## config.mk

```make
export PLATFORM = sky130hd
export DESIGN_NAME = baud_tick_gen
export DESIGN_NICKNAME = d
export VERILOG_FILES = /design/src/rtl/baud_pkg.sv /design/src/rtl/baud_regs.sv /design/src/rtl/baud_counter.sv /design/src/rtl/baud_quarter.sv /design/src/rtl/baud_tick_gen.sv
export SDC_FILE = /design/constraint.sdc
export NUM_CORES = 1
export LEC_CHECK = 0
export CAP_MARGIN = 40
export CORE_ASPECT_RATIO = 0.7
export CORE_UTILIZATION = 35
export DETAILED_ROUTE_END_ITERATION = 8
export GPL_TIMING_DRIVEN = 0
export HOLD_SLACK_MARGIN = 0.1
export PLACE_DENSITY = 0.54
export SYNTH_ARGS = -nofsm -noshare
export SYNTH_HDL_FRONTEND = slang
export SYNTH_SLANG_ARGS = --single-unit
```

## constraint.sdc

```tcl
create_clock -name clk -period 1.54 [get_ports clk]
set_input_delay 0.308 -clock clk [delete_from_list [all_inputs] [get_ports clk]]
set_output_delay 0.308 -clock clk [all_outputs]
set_load 0.01 [all_outputs]
```

## src/rtl/baud_pkg.sv

```systemverilog
package baud_pkg;
    typedef enum logic [1:0] {
        ST_STOPPED  = 2'd0,
        ST_PRELOAD  = 2'd1,
        ST_COUNTING = 2'd2
    } cnt_state_e;

    localparam int CTRL_RUN_BIT = 1;
    localparam int CTRL_DIV_BIT = 0;
endpackage

```

## src/rtl/baud_regs.sv

```systemverilog
module baud_regs #(
    parameter int CNT_W  = 16,
    parameter int ADDR_W = 2
) (
    input  logic              clk,
    input  logic              rst_n,
    input  logic              wr_en,
    input  logic [ADDR_W-1:0] addr,
    input  logic [7:0]        wdata,
    output logic [7:0]        rdata,
    output logic [CNT_W-1:0]  reload,
    output logic              run,
    output logic              div4
);
    import baud_pkg::*;

    localparam int BYTES = CNT_W / 8;
    localparam logic [ADDR_W-1:0] CTRL_ADDR = ADDR_W'(BYTES);

    logic [7:0] lane_rd [BYTES];
    logic       run_q, div_q;

    for (genvar b = 0; b < BYTES; b++) begin : g_lane
        logic [7:0] q;
        always_ff @(posedge clk or negedge rst_n) begin
            if (!rst_n)
                q <= 8'h00;
            else if (wr_en && addr == ADDR_W'(b))
                q <= wdata;
        end
        assign reload[b*8 +: 8] = q;
        assign lane_rd[b]       = q;
    end

    always_ff @(posedge clk or negedge rst_n) begin
        if (!rst_n) begin
            run_q <= 1'b0;
            div_q <= 1'b0;
        end else if (wr_en && addr == CTRL_ADDR) begin
            run_q <= wdata[CTRL_RUN_BIT];
            div_q <= wdata[CTRL_DIV_BIT];
        end
    end

    always_comb begin
        rdata = 8'h00;
        if (addr == CTRL_ADDR) begin
            rdata[CTRL_RUN_BIT] = run_q;
            rdata[CTRL_DIV_BIT] = div_q;
        end else begin
            for (int b = 0; b < BYTES; b++)
                if (addr == ADDR_W'(b)) rdata = lane_rd[b];
        end
    end

    assign run  = run_q;
    assign div4 = div_q;

    // a control write with any reserved bits leaves only run/div visible
    p_ctrl_write_r3: assert property (@(posedge clk) disable iff (!rst_n)
        (wr_en && addr == CTRL_ADDR) |=> (run == $past(wdata[CTRL_RUN_BIT]) && div4 == $past(wdata[CTRL_DIV_BIT])));
endmodule

```

## src/rtl/baud_counter.sv

```systemverilog
module baud_counter #(
    parameter int CNT_W = 16
) (
    input  logic             clk,
    input  logic             rst_n,
    input  logic             run,
    input  logic [CNT_W-1:0] reload,
    output logic             ovf
);
    import baud_pkg::*;

    cnt_state_e       state_q, state_d;
    logic [CNT_W-1:0] count_q;

    // state register
    always_ff @(posedge clk or negedge rst_n) begin
        if (!rst_n) state_q <= ST_STOPPED;
        else        state_q <= state_d;
    end

    // next state: start, arm, halt, overflow
    always_comb begin
        state_d = state_q;
        unique case (state_q)
            ST_STOPPED:  if (run)  state_d = ST_PRELOAD;
            ST_PRELOAD:  state_d = run ? ST_COUNTING : ST_STOPPED;
            ST_COUNTING: if (!run) state_d = ST_STOPPED;
            default:     state_d = ST_STOPPED;
        endcase
    end

    // outputs
    always_comb begin
        ovf = (state_q == ST_COUNTING) && run && (count_q == '1);
    end

    // counter datapath
    always_ff @(posedge clk or negedge rst_n) begin
        if (!rst_n) begin
            count_q <= '0;
        end else if (run) begin
            if (state_q == ST_PRELOAD)
                count_q <= reload;
            else if (state_q == ST_COUNTING)
                count_q <= (count_q == '1) ? reload : count_q + CNT_W'(1);
        end
    end

    p_preload_r5: assert property (@(posedge clk) disable iff (!rst_n)
        (state_q == ST_PRELOAD && run) |=> (count_q == $past(reload)));

    p_reload_on_ovf_r6: assert property (@(posedge clk) disable iff (!rst_n)
        ovf |=> (count_q == $past(reload)));

    p_step_r6: assert property (@(posedge clk) disable iff (!rst_n)
        (state_q == ST_COUNTING && run && count_q != '1) |=> (count_q == $past(count_q) + CNT_W'(1)));

    p_hold_r4: assert property (@(posedge clk) disable iff (!rst_n)
        !run |=> $stable(count_q));
endmodule

```

## src/rtl/baud_quarter.sv

```systemverilog
module baud_quarter #(
    parameter int DIV_LOG2 = 2
) (
    input  logic clk,
    input  logic rst_n,
    input  logic run,
    input  logic div4,
    input  logic ovf,
    output logic tick_out
);
    logic [DIV_LOG2-1:0] pre_q;
    logic                wrap;

    always_ff @(posedge clk or negedge rst_n) begin
        if (!rst_n)      pre_q <= '0;
        else if (!run)   pre_q <= '0;
        else if (ovf)    pre_q <= pre_q + DIV_LOG2'(1);
    end

    assign wrap     = ovf && (pre_q == '1);
    assign tick_out = div4 ? wrap : ovf;

    p_pre_clear_r10: assert property (@(posedge clk) disable iff (!rst_n)
        !run |=> (pre_q == '0));
endmodule

```

## src/rtl/baud_tick_gen.sv

```systemverilog
module baud_tick_gen #(
    parameter int CNT_W    = 16,
    parameter int DIV_LOG2 = 2,
    parameter int ADDR_W   = $clog2(CNT_W / 8 + 2)
) (
    input  logic              clk,
    input  logic              rst_n,
    input  logic              wr_en,
    input  logic [ADDR_W-1:0] addr,
    input  logic [7:0]        wdata,
    output logic [7:0]        rdata,
    output logic              tick0,
    output logic              tick1
);
    logic [CNT_W-1:0] reload;
    logic             run, div4, ovf;

    baud_regs #(.CNT_W(CNT_W), .ADDR_W(ADDR_W)) u_regs (
        .clk(clk), .rst_n(rst_n), .wr_en(wr_en), .addr(addr), .wdata(wdata),
        .rdata(rdata), .reload(reload), .run(run), .div4(div4)
    );

    baud_counter #(.CNT_W(CNT_W)) u_cnt (
        .clk(clk), .rst_n(rst_n), .run(run), .reload(reload), .ovf(ovf)
    );

    baud_quarter #(.DIV_LOG2(DIV_LOG2)) u_quarter (
        .clk(clk), .rst_n(rst_n), .run(run), .div4(div4), .ovf(ovf), .tick_out(tick1)
    );

    assign tick0 = ovf;

    p_stop_quiet_r4: assert property (@(posedge clk) disable iff (!rst_n)
        !run |-> (!tick0 && !tick1));

    p_ch1_pass_r8: assert property (@(posedge clk) disable iff (!rst_n)
        !div4 |-> (tick1 == tick0));

    p_ch1_subset_r9: assert property (@(posedge clk) disable iff (!rst_n)
        tick1 |-> tick0);
endmodule

```

# [Word level (Yosys, flattened, before mapping)]
# Cells that the tools add are included.
# Widths: inputs -> output; s select.
[op_classes] n_addsub=2 reduce_logical=11 mux=14 n_eq_ne=9
[op_table] cell="$mux 16" count=3
[op_table] cell="$add 16x1->16 const B" count=1
[op_table] cell="$eq 16x16->1 const B" count=1
[op_table] cell="$mux 8" count=2
[op_table] cell="$mux 2" count=6
[op_table] cell="$eq 2x2->1 const B" count=3
[op_table] cell="$logic_and 1x1->1" count=6
[op_table] cell="$mux 6" count=1
[op_table] cell="$pmux 2 s3" count=1
[op_table] cell="$eq 2x1->1 const B" count=2
[op_table] cell="$logic_not 2->1" count=2
[op_table] cell="$ne 2x2->1 const B" count=2
[op_table] cell="$reduce_and 2->1" count=2
[op_table] cell="$add 2x1->2 const B" count=1
[op_table] cell="$ne 2x1->1 const B" count=1
[op_table] cell="$reduce_bool 2->1" count=1
[op_table] cell="$mux 1" count=1
[totals] input_bits=13 output_inout_bits=10 register_bits=38 wordCells=43

# [Depth between registers and ports, before layout]
[depth] word_depth=5 ltp_mapped=7 mapped_depth_nobuf=6

# [Cells and area by module]
# From an unflattened synthesis, not the netlist that was laid out.
[unflattened] cells_unflattened=213 hier_area_um2=2233.4
[by_module_without_submodules] module="baud_counter" area_per_inst_um2=1288.7 cells_per_inst=146 instances=1 seq_area_each_um2=450.4
[by_module_without_submodules] module="baud_regs" area_per_inst_um2=835.8 cells_per_inst=58 instances=1 seq_area_each_um2=450.4
[by_module_without_submodules] module="baud_quarter" area_per_inst_um2=108.9 cells_per_inst=9 instances=1 seq_area_each_um2=50.0

# [Worst setup path before layout]
# No wires, ideal clock.
[synth_timing] path_type="reg-to-output" from="register u_cnt.count_q[0]" to="output port tick1" setup_slack_ns=-0.382 required_ns=1.232 path_stages_with_launch=5 arrival_ns=1.614 path_buffers=0 path_cell_list="dfrtp_1 -> ha_1 -> nand4_1 -> nor4_1 -> a21boi_0"
[synth_between] elab_chain_cells=4
[synth_rtl] item="from (decl)" line="baud_counter.sv:13" text="logic [CNT_W-1:0] count_q;"
[synth_rtl] item="from (signal assigned)" line="baud_counter.sv:43" text="count_q <= reload;"
[synth_rtl] item="from (signal assigned)" line="baud_counter.sv:45" text="count_q <= (count_q == '1) ? reload : count_q + CNT_W'(1);"
[synth_rtl] item="$eq 16x16->1 (*)" line="baud_counter.sv:34" text="ovf = (state_q == ST_COUNTING) && run && (count_q == '1);"
[synth_rtl] item="$logic_and 1x1->1 (*)" line="baud_counter.sv:34"
[synth_rtl] item="named net tick0" line="baud_tick_gen.sv:12" text="output logic tick0,"
[synth_rtl] item="$logic_and 1x1->1" line="baud_quarter.sv:20" text="assign wrap = ovf && (pre_q == '1);"
[synth_rtl] item="$mux 1 (*)" line="baud_quarter.sv:21" text="assign tick_out = div4 ? wrap : ovf;"
[synth_rtl] item="to (decl)" line="baud_tick_gen.sv:13" text="output logic tick1"
# The timed path passes the listed nets; every way through them passes the cells marked *.

# [Final worst setup path]
[layout_timing] from="register u_cnt.count_q[0]" to="output port tick1"
[layout_between] elab_chain_cells=4
[layout_rtl] item="$eq 16x16->1 (*)" line="baud_counter.sv:34"
[layout_rtl] item="$logic_and 1x1->1 (*)" line="baud_counter.sv:34"
[layout_rtl] item="$logic_and 1x1->1" line="baud_quarter.sv:20"
[layout_rtl] item="$mux 1 (*)" line="baud_quarter.sv:21"
# Every way passes the cells marked *; elsewhere a longest branch is shown, timed or not.

==> impl_results.md <==
- Pins Over Slew Limit: 0
- ANT nets after route: 0
- Most frequent cells in the layout: buf_4, dfrtp_1, nand2_1, mux2_2, buf_6
- Clock root buffer: clkbuf_8
- Vias/cell: 5.582
- CTS tree: built
- Status: complete, but fails checks
- Worst skew pair latency: 0.30 ns
- Post-Syn Area: 2231 um2
- DPL Wire Length: 4297 um
- Area grow syn2layout: 57.71%
- Die Area: 6702 um2
- Gr usage total: 21.69%
- Initial Util: 37.63%
- Met2 routed WL: 3171 um
- Final hold viol count: 0
- Fmax: 0.4810 GHz
- Max Cap Viol: 0
- Layout cells sized above 1: 52.46%
- Final Worst Setup Slack: -0.5392 ns
- Max VDD drop: 0.5996 mV
- Finished Core Util: 59.35%
- Ys Warns: 0
- Worst-path clk slew: 0.09 ns
- Final Instance Count excl. Fillers: 380
- Most used flip-flop cell after synthesis: dfrtp_1
- Setup crit end kind: primary output
- Hold WS: 0.3839 ns
- Skew final: 0.01461 ns
- Crit-path max cell delay: 0.40 ns
- Minimum clock period after layout: 2.079 ns
- # H-tree levels: 2
- Synth Area in Simple Gates: 20.53%
- Number of global-route vias before repair: 2,033
- Cell-by-cell trace of the critical path: ha_4, nand4_1, buf_6, nor4_4, a21boi_2, buf_2
- Slew headroom: 71.08%
- Total CTS buffers: 5
- Slowest CP cell: dfrtp_1
- RePlAce Congestion: 0.7969
- Synth Area in XOR/XNOR: 0%
- Worst Tran Pin Value: 0.4326 ns
- Mux cell area share after synthesis: 14.97%
- Final count of negative-setup-slack endpoints: 19
- Tightest Hold Check Type: input pin to asynchronous set/reset pin
- First-pass GRT wire length: 10,990 um
- Arr. time, crit path: 1.77 ns
- WS Path Type: flip-flop to primary output
- Largest family of logic cells by synthesized area: simple AND/OR/NAND/NOR gates
- P_leak: 0.001483 uW
- Met3 Routed Length: 470 um
- Fin crit share: 135.0%
- Initial DRT Pass Iterations: 4
- DR top layer: met4
- Die Height: 68.80 um
- Most common cell after layout, fill and taps aside: buf_4
- Dpl ws: -0.7547 ns
- Distinct cell type count after synthesis: 48
- Sequential area share after synthesis: 42.62%
- Violated checks: negative setup slack
- DRC Markers: 0
- RSZ-0062 raised after global routing: true
- Post-Place Cells: 321
- Max clock buf depth: 2
- Total gr overflow: 0
- Compound-Gate Fraction of Synth Area: 14.69%
- Routed Wire Length: 7219 um
- Wire per inst: 19.00 um
- Critical path peak fanout: 3
- Syn Area/Cell: 10.00 um2
- Drt initial violations: 176
- Wl on met1: 3529 um
- Sink Count: 38
- Core Rows: 23
- Nets: 322
- Post-synth EDFFs: 0
- Antenna violations before repair: 0
- Reg2reg path depth: 9
- Adder-Cell Fraction of Synth Area: 2.804%
- Largest net degree at the start of global routing: 32
- Die X: 97.43 um
- Syn Nets: 241
- Port bufs: 22
- CP startpoint kind: flip-flop
- Async set or reset register ratio after synthesis: 100.0%
- Antenna diode count: 0
- Post-Syn Instances: 223
- Top Ports: 23
- Required @ worst endpoint: 1.23 ns
- Power density over cell area: 1791 nW/um2
- Via count: 2,121
- Core ar.: 5928 um2
- Seq cells post-synth: 38
[state kept, by name, indices dropped and copies added, names as in the netlist]
register and cells:
u_quarter.pre_q 2, u_regs.g_lane.q 16, u_cnt.count_q 16, u_regs.div4 1, u_cnt.state_q 2, u_regs.run 1
[metal layers]
metal	global-route usage (%)	vias to the layer above
li1	-	998
met1	32.33	1039
met2	31.99	80
met3	4.234	4
met4	5.699	0
met5	0	-
[through the flow]
| step | power, uW | instance area [um2] | TNS (ns) |
|---|---|---|---|
| 4_1_cts | 5412 | 3186 | -3.452 |
| 3_3_place_gp | 3822 | 2594 | -56.71 |
| 2_1_floorplan | 3201 | 2280 | -0.5690 |
| 5_1_grt | 6664 | 3518 | -5.326 |
| 6_report | 6302 | 3518 | -3.828 |
| 3_5_place_dp | 3823 | 2609 | -20.81 |
[critical path, delay by kind of cell (launching register included)]
family / cells / cell delay [ns]
AO/OA/AOI/OAI: 1 / 0.20
AND/OR/NAND/NOR: 2 / 0.42
buffers and inverters: 2 / 0.29
flip-flops: 1 / 0.40
adder cells (fa/ha/maj): 1 / 0.15
[timing repair]
item / 4_1_cts / 5_1_grt
setup endpoints to repair: 44 / 34
gates cloned: 2 / 0
setup buffers: 32 / 20
pin swaps: 4 / 18
hold endpoints to repair: 7 / 0
hold buffers: 1 / 0
gates resized for setup: 86 / 59
[cells by family after synthesis]
logic type	count (synthesis)
and+or+nand+nor	86
DFF	38
AOI/OAI and AO/OA	44
buffers and inverters	19
adders and majority gates	5
muxes	31
[path summary, 6_finish.rpt]
kind	startpoint	endpoint	slack (ns)
setup / recovery	u_cnt.count_q[0]	tick1	-0.54
hold / removal	rst_n	u_cnt.count_q[3]	0.38
setup reg to reg	u_cnt.state_q[0]	u_cnt.count_q[13]	-0.41
hold reg to reg	u_quarter.pre_q[0]	u_quarter.pre_q[0]	0.50
max in group asynchronous	rst_n	u_regs.g_lane[0].q[6]	0.69
min in group clk	addr[0]	u_regs.run	0.44
[area by class of cell]
cell class / count / area (um2)
Buffer: 11 / 128.9
Clock buffer: 6 / 82.58
Clock inverter: 2 / 12.51
Fill cell: 473 / 2410
Inverter: 5 / 18.77
Multi-Input combinational cell: 166 / 1511
Sequential cell: 38 / 959.7
Tap cell: 75 / 93.84
Timing Repair Buffer: 77 / 710.7
[report_power, final]
group          leakage, uW  internal [uW]  switching (uW)
Combinational      0.00100           1940            1900
Sequential        0.000435           1330             382
Clock            0.0000472            361             392
[cell usage after synthesis (3+ instances only)]
library cell / number / area, um2
a21oi_1: 8 / 40.04
a22oi_1: 3 / 22.52
and4_1: 3 / 26.28
buf_2: 3 / 15.01
clkbuf_1: 7 / 26.28
dfrtp_1: 38 / 950.9
ha_1: 5 / 62.56
inv_1: 5 / 18.77
mux2_2: 19 / 214.0
mux2i_1: 12 / 120.1
nand2_1: 20 / 75.07
nand3_1: 15 / 75.07
nand4_1: 5 / 31.28
nor2_1: 18 / 67.56
nor3_1: 4 / 20.02
nor4_1: 4 / 25.02
o21ai_0: 9 / 45.04
(Power assumes the default switching activity.)
